## config.mk

```make
export PLATFORM = sky130hd
export DESIGN_NAME = bus_cycle_seq
export DESIGN_NICKNAME = d
export VERILOG_FILES = /design/src/rtl/bcs_pkg.sv /design/src/rtl/bcs_ready_sync.sv /design/src/rtl/bcs_fsm.sv /design/src/rtl/bcs_datapath.sv /design/src/rtl/bus_cycle_seq.sv
export SDC_FILE = /design/constraint.sdc
export NUM_CORES = 1
export LEC_CHECK = 0
export ABC_AREA = 1
export ABC_CLOCK_PERIOD_IN_PS = 1320
export CORE_MARGIN = 5
export CORE_UTILIZATION = 34
export CTS_CLUSTER_DIAMETER = 100
export DETAILED_ROUTE_END_ITERATION = 7
export GPL_TIMING_DRIVEN = 0
export PLACE_DENSITY = 0.65
export RECOVER_POWER = 25
export SYNTH_ARGS = -nofsm -noshare
export SYNTH_HDL_FRONTEND = slang
export SYNTH_SLANG_ARGS = --single-unit
```

## constraint.sdc

```tcl
create_clock -name clk -period 1.32 [get_ports clk]
set_input_delay 0.264 -clock clk [delete_from_list [all_inputs] [get_ports clk]]
set_output_delay 0.264 -clock clk [all_outputs]
set_load 0.01 [all_outputs]
```

## src/rtl/bcs_pkg.sv

```systemverilog
package bcs_pkg;

    typedef enum logic [2:0] {
        ST_IDLE = 3'd0,
        ST_T1   = 3'd1,
        ST_T2   = 3'd2,
        ST_T3   = 3'd3,
        ST_T4   = 3'd4
    } bcs_state_e;

    localparam int unsigned SYNC_STAGES = 2;

endpackage

```

## src/rtl/bcs_ready_sync.sv

```systemverilog
module bcs_ready_sync #(
    parameter int unsigned STAGES = 2
) (
    input  logic clk,
    input  logic rst_n,
    input  logic async_in,
    output logic sync_out
);
    logic [STAGES-1:0] chain_q;

    generate
        for (genvar i = 0; i < STAGES; i++) begin : g_stage
            if (i == 0) begin : g_first
                always_ff @(posedge clk or negedge rst_n) begin
                    if (!rst_n) chain_q[i] <= 1'b0;
                    else        chain_q[i] <= async_in;
                end
            end else begin : g_next
                always_ff @(posedge clk or negedge rst_n) begin
                    if (!rst_n) chain_q[i] <= 1'b0;
                    else        chain_q[i] <= chain_q[i-1];
                end
            end
        end
    endgenerate

    assign sync_out = chain_q[STAGES-1];

endmodule

```

## src/rtl/bcs_fsm.sv

```systemverilog
module bcs_fsm
    import bcs_pkg::*;
(
    input  logic       clk,
    input  logic       rst_n,
    input  logic       core_req,
    input  logic       dir_wr,
    input  logic       ready_s,
    output bcs_state_e state,
    output logic       accept,
    output logic       ale,
    output logic       rd_strb,
    output logic       wr_strb,
    output logic       ad_oe,
    output logic       sel_data,
    output logic       io_act,
    output logic       capture,
    output logic       ack
);
    bcs_state_e nxt;

    always_ff @(posedge clk or negedge rst_n) begin
        if (!rst_n) state <= ST_IDLE;
        else        state <= nxt;
    end

    always_comb begin
        nxt = state;
        unique case (state)
            ST_IDLE: if (core_req) nxt = ST_T1;
            ST_T1:   nxt = ST_T2;
            ST_T2:   nxt = ST_T3;
            ST_T3:   if (ready_s) nxt = ST_T4;
            ST_T4:   nxt = ST_IDLE;
            default: nxt = ST_IDLE;
        endcase
    end

    always_comb begin
        accept   = 1'b0;
        ale      = 1'b0;
        rd_strb  = 1'b0;
        wr_strb  = 1'b0;
        ad_oe    = 1'b0;
        sel_data = 1'b0;
        io_act   = 1'b0;
        capture  = 1'b0;
        ack      = 1'b0;
        unique case (state)
            ST_IDLE: accept = core_req;
            ST_T1: begin
                ale    = 1'b1;
                ad_oe  = 1'b1;
                io_act = 1'b1;
            end
            ST_T2: begin
                rd_strb  = !dir_wr;
                wr_strb  = dir_wr;
                ad_oe    = dir_wr;
                sel_data = 1'b1;
                io_act   = 1'b1;
            end
            ST_T3: begin
                rd_strb  = !dir_wr;
                wr_strb  = dir_wr;
                ad_oe    = dir_wr;
                sel_data = 1'b1;
                io_act   = 1'b1;
                capture  = ready_s && !dir_wr;
            end
            ST_T4: begin
                ad_oe    = dir_wr;
                sel_data = 1'b1;
                io_act   = 1'b1;
                ack      = 1'b1;
            end
            default: ;
        endcase
    end


    wait_repeat_chk: assert property (@(posedge clk) disable iff (!rst_n)
        (state == ST_T3 && !ready_s) |=> (state == ST_T3));


    t4_retire_chk: assert property (@(posedge clk) disable iff (!rst_n)
        (state == ST_T4) |=> (state == ST_IDLE));

endmodule

```

## src/rtl/bcs_datapath.sv

```systemverilog
module bcs_datapath #(
    parameter int unsigned BUS_W = 16
) (
    input  logic             clk,
    input  logic             rst_n,
    input  logic             accept,
    input  logic             capture,
    input  logic             sel_data,
    input  logic             ad_oe,
    input  logic             io_act,
    input  logic             core_write,
    input  logic             core_io,
    input  logic [BUS_W-1:0] core_addr,
    input  logic [BUS_W-1:0] core_wdata,
    input  logic [BUS_W-1:0] bus_ad_i,
    output logic             dir_wr,
    output logic             bus_io,
    output logic [BUS_W-1:0] bus_ad_o,
    output logic [BUS_W-1:0] rdata
);
    logic [BUS_W-1:0] addr_q;
    logic [BUS_W-1:0] wdata_q;
    logic             wr_q;
    logic             io_q;

    always_ff @(posedge clk or negedge rst_n) begin
        if (!rst_n) begin
            addr_q  <= '0;
            wdata_q <= '0;
            wr_q    <= 1'b0;
            io_q    <= 1'b0;
        end else if (accept) begin
            addr_q  <= core_addr;
            wdata_q <= core_wdata;
            wr_q    <= core_write;
            io_q    <= core_io;
        end
    end

    always_ff @(posedge clk or negedge rst_n) begin
        if (!rst_n)       rdata <= '0;
        else if (capture) rdata <= bus_ad_i;
    end

    assign dir_wr   = wr_q;
    assign bus_io   = io_act & io_q;
    assign bus_ad_o = ad_oe ? (sel_data ? wdata_q : addr_q) : '0;

endmodule

```

## src/rtl/bus_cycle_seq.sv

```systemverilog
module bus_cycle_seq
    import bcs_pkg::*;
#(
    parameter int unsigned BUS_W = 16
) (
    input  logic             clk,
    input  logic             rst_n,
    input  logic             core_req,
    input  logic             core_write,
    input  logic             core_io,
    input  logic [BUS_W-1:0] core_addr,
    input  logic [BUS_W-1:0] core_wdata,
    output logic             core_ack,
    output logic [BUS_W-1:0] core_rdata,
    output logic [BUS_W-1:0] bus_ad_o,
    output logic             bus_ad_oe,
    input  logic [BUS_W-1:0] bus_ad_i,
    output logic             bus_ale,
    output logic             bus_rd,
    output logic             bus_wr,
    output logic             bus_io,
    input  logic             bus_ready
);
    bcs_state_e state;
    logic ready_s, accept, sel_data, io_act, capture, dir_wr;

    bcs_ready_sync #(.STAGES(SYNC_STAGES)) u_sync (
        .clk      (clk),
        .rst_n    (rst_n),
        .async_in (bus_ready),
        .sync_out (ready_s)
    );

    bcs_fsm u_fsm (
        .clk      (clk),
        .rst_n    (rst_n),
        .core_req (core_req),
        .dir_wr   (dir_wr),
        .ready_s  (ready_s),
        .state    (state),
        .accept   (accept),
        .ale      (bus_ale),
        .rd_strb  (bus_rd),
        .wr_strb  (bus_wr),
        .ad_oe    (bus_ad_oe),
        .sel_data (sel_data),
        .io_act   (io_act),
        .capture  (capture),
        .ack      (core_ack)
    );

    bcs_datapath #(.BUS_W(BUS_W)) u_dp (
        .clk        (clk),
        .rst_n      (rst_n),
        .accept     (accept),
        .capture    (capture),
        .sel_data   (sel_data),
        .ad_oe      (bus_ad_oe),
        .io_act     (io_act),
        .core_write (core_write),
        .core_io    (core_io),
        .core_addr  (core_addr),
        .core_wdata (core_wdata),
        .bus_ad_i   (bus_ad_i),
        .dir_wr     (dir_wr),
        .bus_io     (bus_io),
        .bus_ad_o   (bus_ad_o),
        .rdata      (core_rdata)
    );


    strobe_excl_chk: assert property (@(posedge clk) disable iff (!rst_n)
        !(bus_rd && bus_wr));


    ale_then_strobe_chk: assert property (@(posedge clk) disable iff (!rst_n)
        bus_ale |=> ((bus_rd || bus_wr) && !bus_ale));


    ack_pulse_chk: assert property (@(posedge clk) disable iff (!rst_n)
        core_ack |=> !core_ack);


    wr_drive_chk: assert property (@(posedge clk) disable iff (!rst_n)
        bus_wr |-> bus_ad_oe);


    rdata_hold_chk: assert property (@(posedge clk) disable iff (!rst_n)
        core_ack |=> $stable(core_rdata));

endmodule

```

### After elaboration in Yosys (flattened, before gate mapping)

Index checks and enable logic that the tools add are counted.

| word-level totals | value |
|---|---|
| memories kept | 0 |
| logic and storage cells | 36 |
| bits in writable memories | 0 |
| memory bits (read-only) | 0 |
| input bits | 54 |
| latch bits | 0 |
| output and inout bits | 38 |
| register bits after elaboration | 55 |

| cells by class | value |
|---|---|
| muxes and demuxes | 14 |
| bitwise operators | 1 |
| divide/modulo/power cells | 0 |
| add/subtract/negate cells | 0 |
| $lt $le $gt $ge | 0 |
| multiply operators | 0 |
| shifts and indexed selects | 0 |
| eq/ne operators | 6 |
| reductions and logical operators | 7 |

Operators by type and width:

| operator | count |
|---|---|
| $mux 16 | 2 |
| $pmux 3 s4 | 1 |
| $mux 1 | 8 |
| $eq 3x2->1 const B | 2 |
| $mux 3 | 2 |
| $ne 2x2->1 const B | 2 |
| $reduce_or 4->1 | 1 |
| $eq 3x1->1 const B | 1 |
| $eq 3x3->1 const B | 1 |
| $logic_not 3->1 | 1 |
| $reduce_or 3->1 | 1 |
| $pmux 1 s2 | 1 |
| $reduce_and 2->1 | 1 |
| $reduce_or 2->1 | 1 |
| $and 1x1->1 | 1 |
| $logic_and 1x1->1 | 1 |
| $logic_not 1->1 | 1 |

### Depth between registers and ports, before layout

| logic depth | value |
|---|---|
| depth in word-level cells | 5 |
| mapped depth | 7 |
| gate-level depth less buffers | 6 |

### Cells and area by module

From an unflattened synthesis, not the netlist that was laid out.

| unflattened totals | value |
|---|---|
| cell total of the unflattened synthesis | 316 |
| area, all modules | 2544.9 um^2 |

By module, submodules not included:

| module | cells each | area each (um^2) | times used | seq. area each (um^2) |
|---|---|---|---|---|
| bcs_datapath | 281 | 2278.4 | 1 | 1251.2 |
| bcs_fsm | 33 | 216.5 | 1 | 75.1 |
| bcs_ready_sync | 2 | 50.0 | 1 | 50.0 |

### Worst setup path after synthesis

No wires, ideal clock.

| timing | value |
|---|---|
| kind | register -> output |
| from | register u_fsm.state[0] |
| to | output port bus_ad_o[10] |
| path buffers | 2 |
| data required time | 1.056 ns |
| stages on the path, launching flop included | 8 |
| setup slack | -0.208 ns |
| arrival time | 1.264 ns |
| cells stage by stage | dfrtp_1 -> nor2_1 -> nand2_1 -> buf_2 -> nand2_1 -> nand2_2 -> buf_4 -> a21oi_1 |

| on the way | value |
|---|---|
| word-level cells in the longest chain between the ends | 5 |

Ends and longest elaborated chain:

| what | RTL line | RTL |
|---|---|---|
| start, declared | bcs_fsm.sv:9 | `output bcs_state_e state,` |
| start signal, assigned | bcs_fsm.sv:24 | `else state <= nxt;` |
| $eq 3x3->1 / $eq 3x2->1 (equally long branches) | bcs_fsm.sv:49 | `unique case (state)` |
| $reduce_or 3->1 (no line) | -- |  |
| $mux 1 | bcs_fsm.sv:49 |  |
| $mux 16 | bcs_datapath.sv:47 | `assign bus_ad_o = ad_oe ? (sel_data ? wdata_q : addr_q) : '0;` |
| $mux 16 * | bcs_datapath.sv:47 |  |
| end, declared | bus_cycle_seq.sv:15 | `output logic [BUS_W-1:0] bus_ad_o,` |

Mark *: on every way between the ends. The rest lies on a longest branch, timed or not.

### Worst setup path after layout

| timing | value |
|---|---|
| from | register u_fsm.state[1] |
| to | output port bus_ad_o[10] |

The elaborated chain is that of the path after synthesis.

==> results.ini <==
[power_and_ir_drop]
vdd_ir_drop_max_v=0.000852
power_w=0.0103
pwr-share-comb_pct=61.3
p_sw_w=0.00430
internal_power_w=0.00603
power.share.switching_pct=41.6
power.density_nw_per_um2=2350
sequentialPowerShare_pct=29.0
power_leakage_nw=2.11
power_frac_clock_pct=9.6

[clocking]
clkTransAtPathRegs_ns=0.11
h-tree-depth=2
clock_sinks=55
cts_root_buf=clkbuf_8
numCtsBuffers=5
cts_tree=built
cts.path.max_buffers=2
clock_latency_ns=0.32

[sta]
tns_ns=-23.53
maxSlewViolCount=0
slew_headroom_pct=57.0
setup_viol=72
max_freq_mhz=518
final_hold_viol_count=0
fin_ws_ns=-0.609
tightest_slew_ns=0.645
grt_setup_unrepaired=true
finalCritPeriodShare_pct=146
min_period_ns=1.93
finalClockSkew_ns=0.0145

[critical_path]
worst-path-max-fanout=5
crit_path_end_kind=output port
crit_path_start_kind=flop
crit_type=flop to output port
critPathArrivalTime_ns=1.66
required_ns=1.06
reg2regPathDepth=8

[synthesis]
synth_fp_nets=354
yosysUniqueCellTypes=17
yosys_warnings=0
syn_area_um2=2480
syn_area_per_cell_um2=8.27
synth_seq_area_share_pct=55.5
synth_seq_cells=55
postSynthCellCount=300

[drt]
drtIter0Drc=85
route.detailed.drc=0
firstDrtPassIters=4
num_vias=2463
wl_um=7730
viasPerCell=4.64
final_antenna_net_count=0
routedWlPerCell_um=14.6

[min_path]
hp-class=flop to flop
whs_path_depth=0

[grt]
grt_pass1_vias=2381
antenna_found_initial=0
grt_pass1_wl_um=11600
grt-ovfl-total=0
grt_start_max_net_pins=33
grt_usage_pct=16.6

[floorplan]
io_pins=92
die_area_um2=9110
die_y_um=95.4
std_cell_rows=31
start_util_pct=34.6
core-area_um2=7180
die_w_um=95.4

[finish]
final_cell_mix=nand2_1, dfrtp_1, clkdlybuf4s50_1
final_cell_count_no_fill=531
syn2layout_area_growth_pct=76.9
nNetsFinal=485
n_fill_cell=602
final_common_cell=nand2_1
layout-drive-gt1-share_pct=34.0
num_antenna_cells=0
stdcell_area_um2=4390

[run_status]
violations=setup timing
status=finished with violations

[place]
placed_area_um2=3670
gp_congestion=0.756
port_buffers=91
dp.cells=491
dpl.hpwl_um=5080

[run]
cap_violations=0

[power by group through the flow]
stage                     sequential (W)  combinational, W  clock (W)
after floorplan                  0.00296           0.00258          0
after global routing             0.00308           0.00682    0.00109
after CTS                        0.00289           0.00559    0.00102
after global placement           0.00290           0.00463          0
final                            0.00300           0.00634   0.000995
after detailed placement         0.00292           0.00471          0
[worst max-delay path, cell delays in order, from the launching register on]
cell and delay, ns:
dfrtp_2 0.48, inv_2 0.13, nand3_2 0.11, nand2_4 0.14, nand2_8 0.09, buf_12 0.15
a21oi_4 0.13, buf_6 0.12
[routing by layer]
| metal | track usage (%) | routed length, um |
|---|---|---|
| met5 | 0 | 0 |
| met4 | 4.27 | 85 |
| met3 | 3.39 | 343 |
| met2 | 29.2 | 4040 |
| met1 | 20.8 | 3270 |
[kinds of logic (layout without fill, tap and decap cells)]
| group | after synthesis | in the layout | synth area share (%) |
|---|---|---|---|
| AO/OA/AOI/OAI | 52 | 52 | 10.7 |
| AND/OR/NAND/NOR | 136 | 137 | 23.4 |
| buffers and inverters | 57 | 188 | 10.4 |
| flip-flops | 55 | 55 | 55.5 |
[area by class of cell]
class	instances	area [um2]	share of cell area (%)
inverter	41	164	3.73
tap	99	124	2.82
sequential	55	1380	31.4
clock buffer	5	68.8	1.57
multi-input combinational	189	1210	27.6
clock inverter	3	26.3	0.599
buffer	16	201	4.59
timing repair buffer	123	1210	27.7
[sequential cells by signal, indices dropped and copies added, names as in the netlist]
register and cells:
u_dp.rdata 16, u_dp.io_q 1, u_sync.sync_out 1, u_sync.chain_q 1, u_dp.wdata_q 16, u_dp.addr_q 16, u_fsm.state 3, u_dp.dir_wr 1
[path summary, 6_finish.rpt]
path / endpoint / startpoint / slack [ns]
max: bus_ad_o[10] / u_fsm.state[1] / -0.61
min: u_sync.sync_out / u_sync.chain_q[0] / 0.37
max reg2reg: u_dp.wdata_q[13] / u_fsm.state[0] / -0.36
min reg2reg: u_sync.sync_out / u_sync.chain_q[0] / 0.37
max in group asynchronous: u_fsm.state[1] / rst_n / 0.22
min in group asynchronous: u_dp.rdata[2] / rst_n / 0.49
[repair_timing]
| action | in CTS | in global routing |
|---|---|---|
| setup endpoints to repair | 82 | 75 |
| endpoints found under the hold margin | 23 | 0 |
| pin swaps | 11 | 16 |
| hold buffers | 1 | 0 |
| setup buffers | 18 | 13 |
| gates resized for setup | 162 | 67 |
| cloned | 3 | 0 |
[synthesized netlist by cell type]
| cell type | number | area (um2) |
|---|---|---|
| dfrtp_1 | 55 | 1380 |
| inv_1 | 41 | 154 |
| buf_6 | 2 | 22.5 |
| a21boi_0 | 1 | 7.51 |
| nand2_2 | 3 | 18.8 |
| o21ai_0 | 33 | 165 |
| clkbuf_8 | 1 | 13.8 |
| nand2_1 | 90 | 338 |
| nor3_4 | 1 | 16.3 |
| nand2_4 | 1 | 11.3 |
| buf_4 | 3 | 22.5 |
| o211ai_1 | 1 | 7.51 |
| nand3_1 | 35 | 175 |
| a21oi_1 | 17 | 85.1 |
| clkbuf_1 | 4 | 15.0 |
| nor2_1 | 6 | 22.5 |
| buf_2 | 6 | 30.0 |
[through the flow]
step / hold WS [ns] / utilization (%) / setup WS [ns]
global route: 0.397 / 61.2 / -0.686
detailed placement: 0.299 / 51.2 / -0.812
floorplan: -0.0316 / - / -0.111
CTS: 0.367 / 57.3 / -0.604
finish: 0.367 / 61.2 / -0.609
global placement: 0.338 / 51.0 / -1.72
Power figures use the tool's default switching activity.
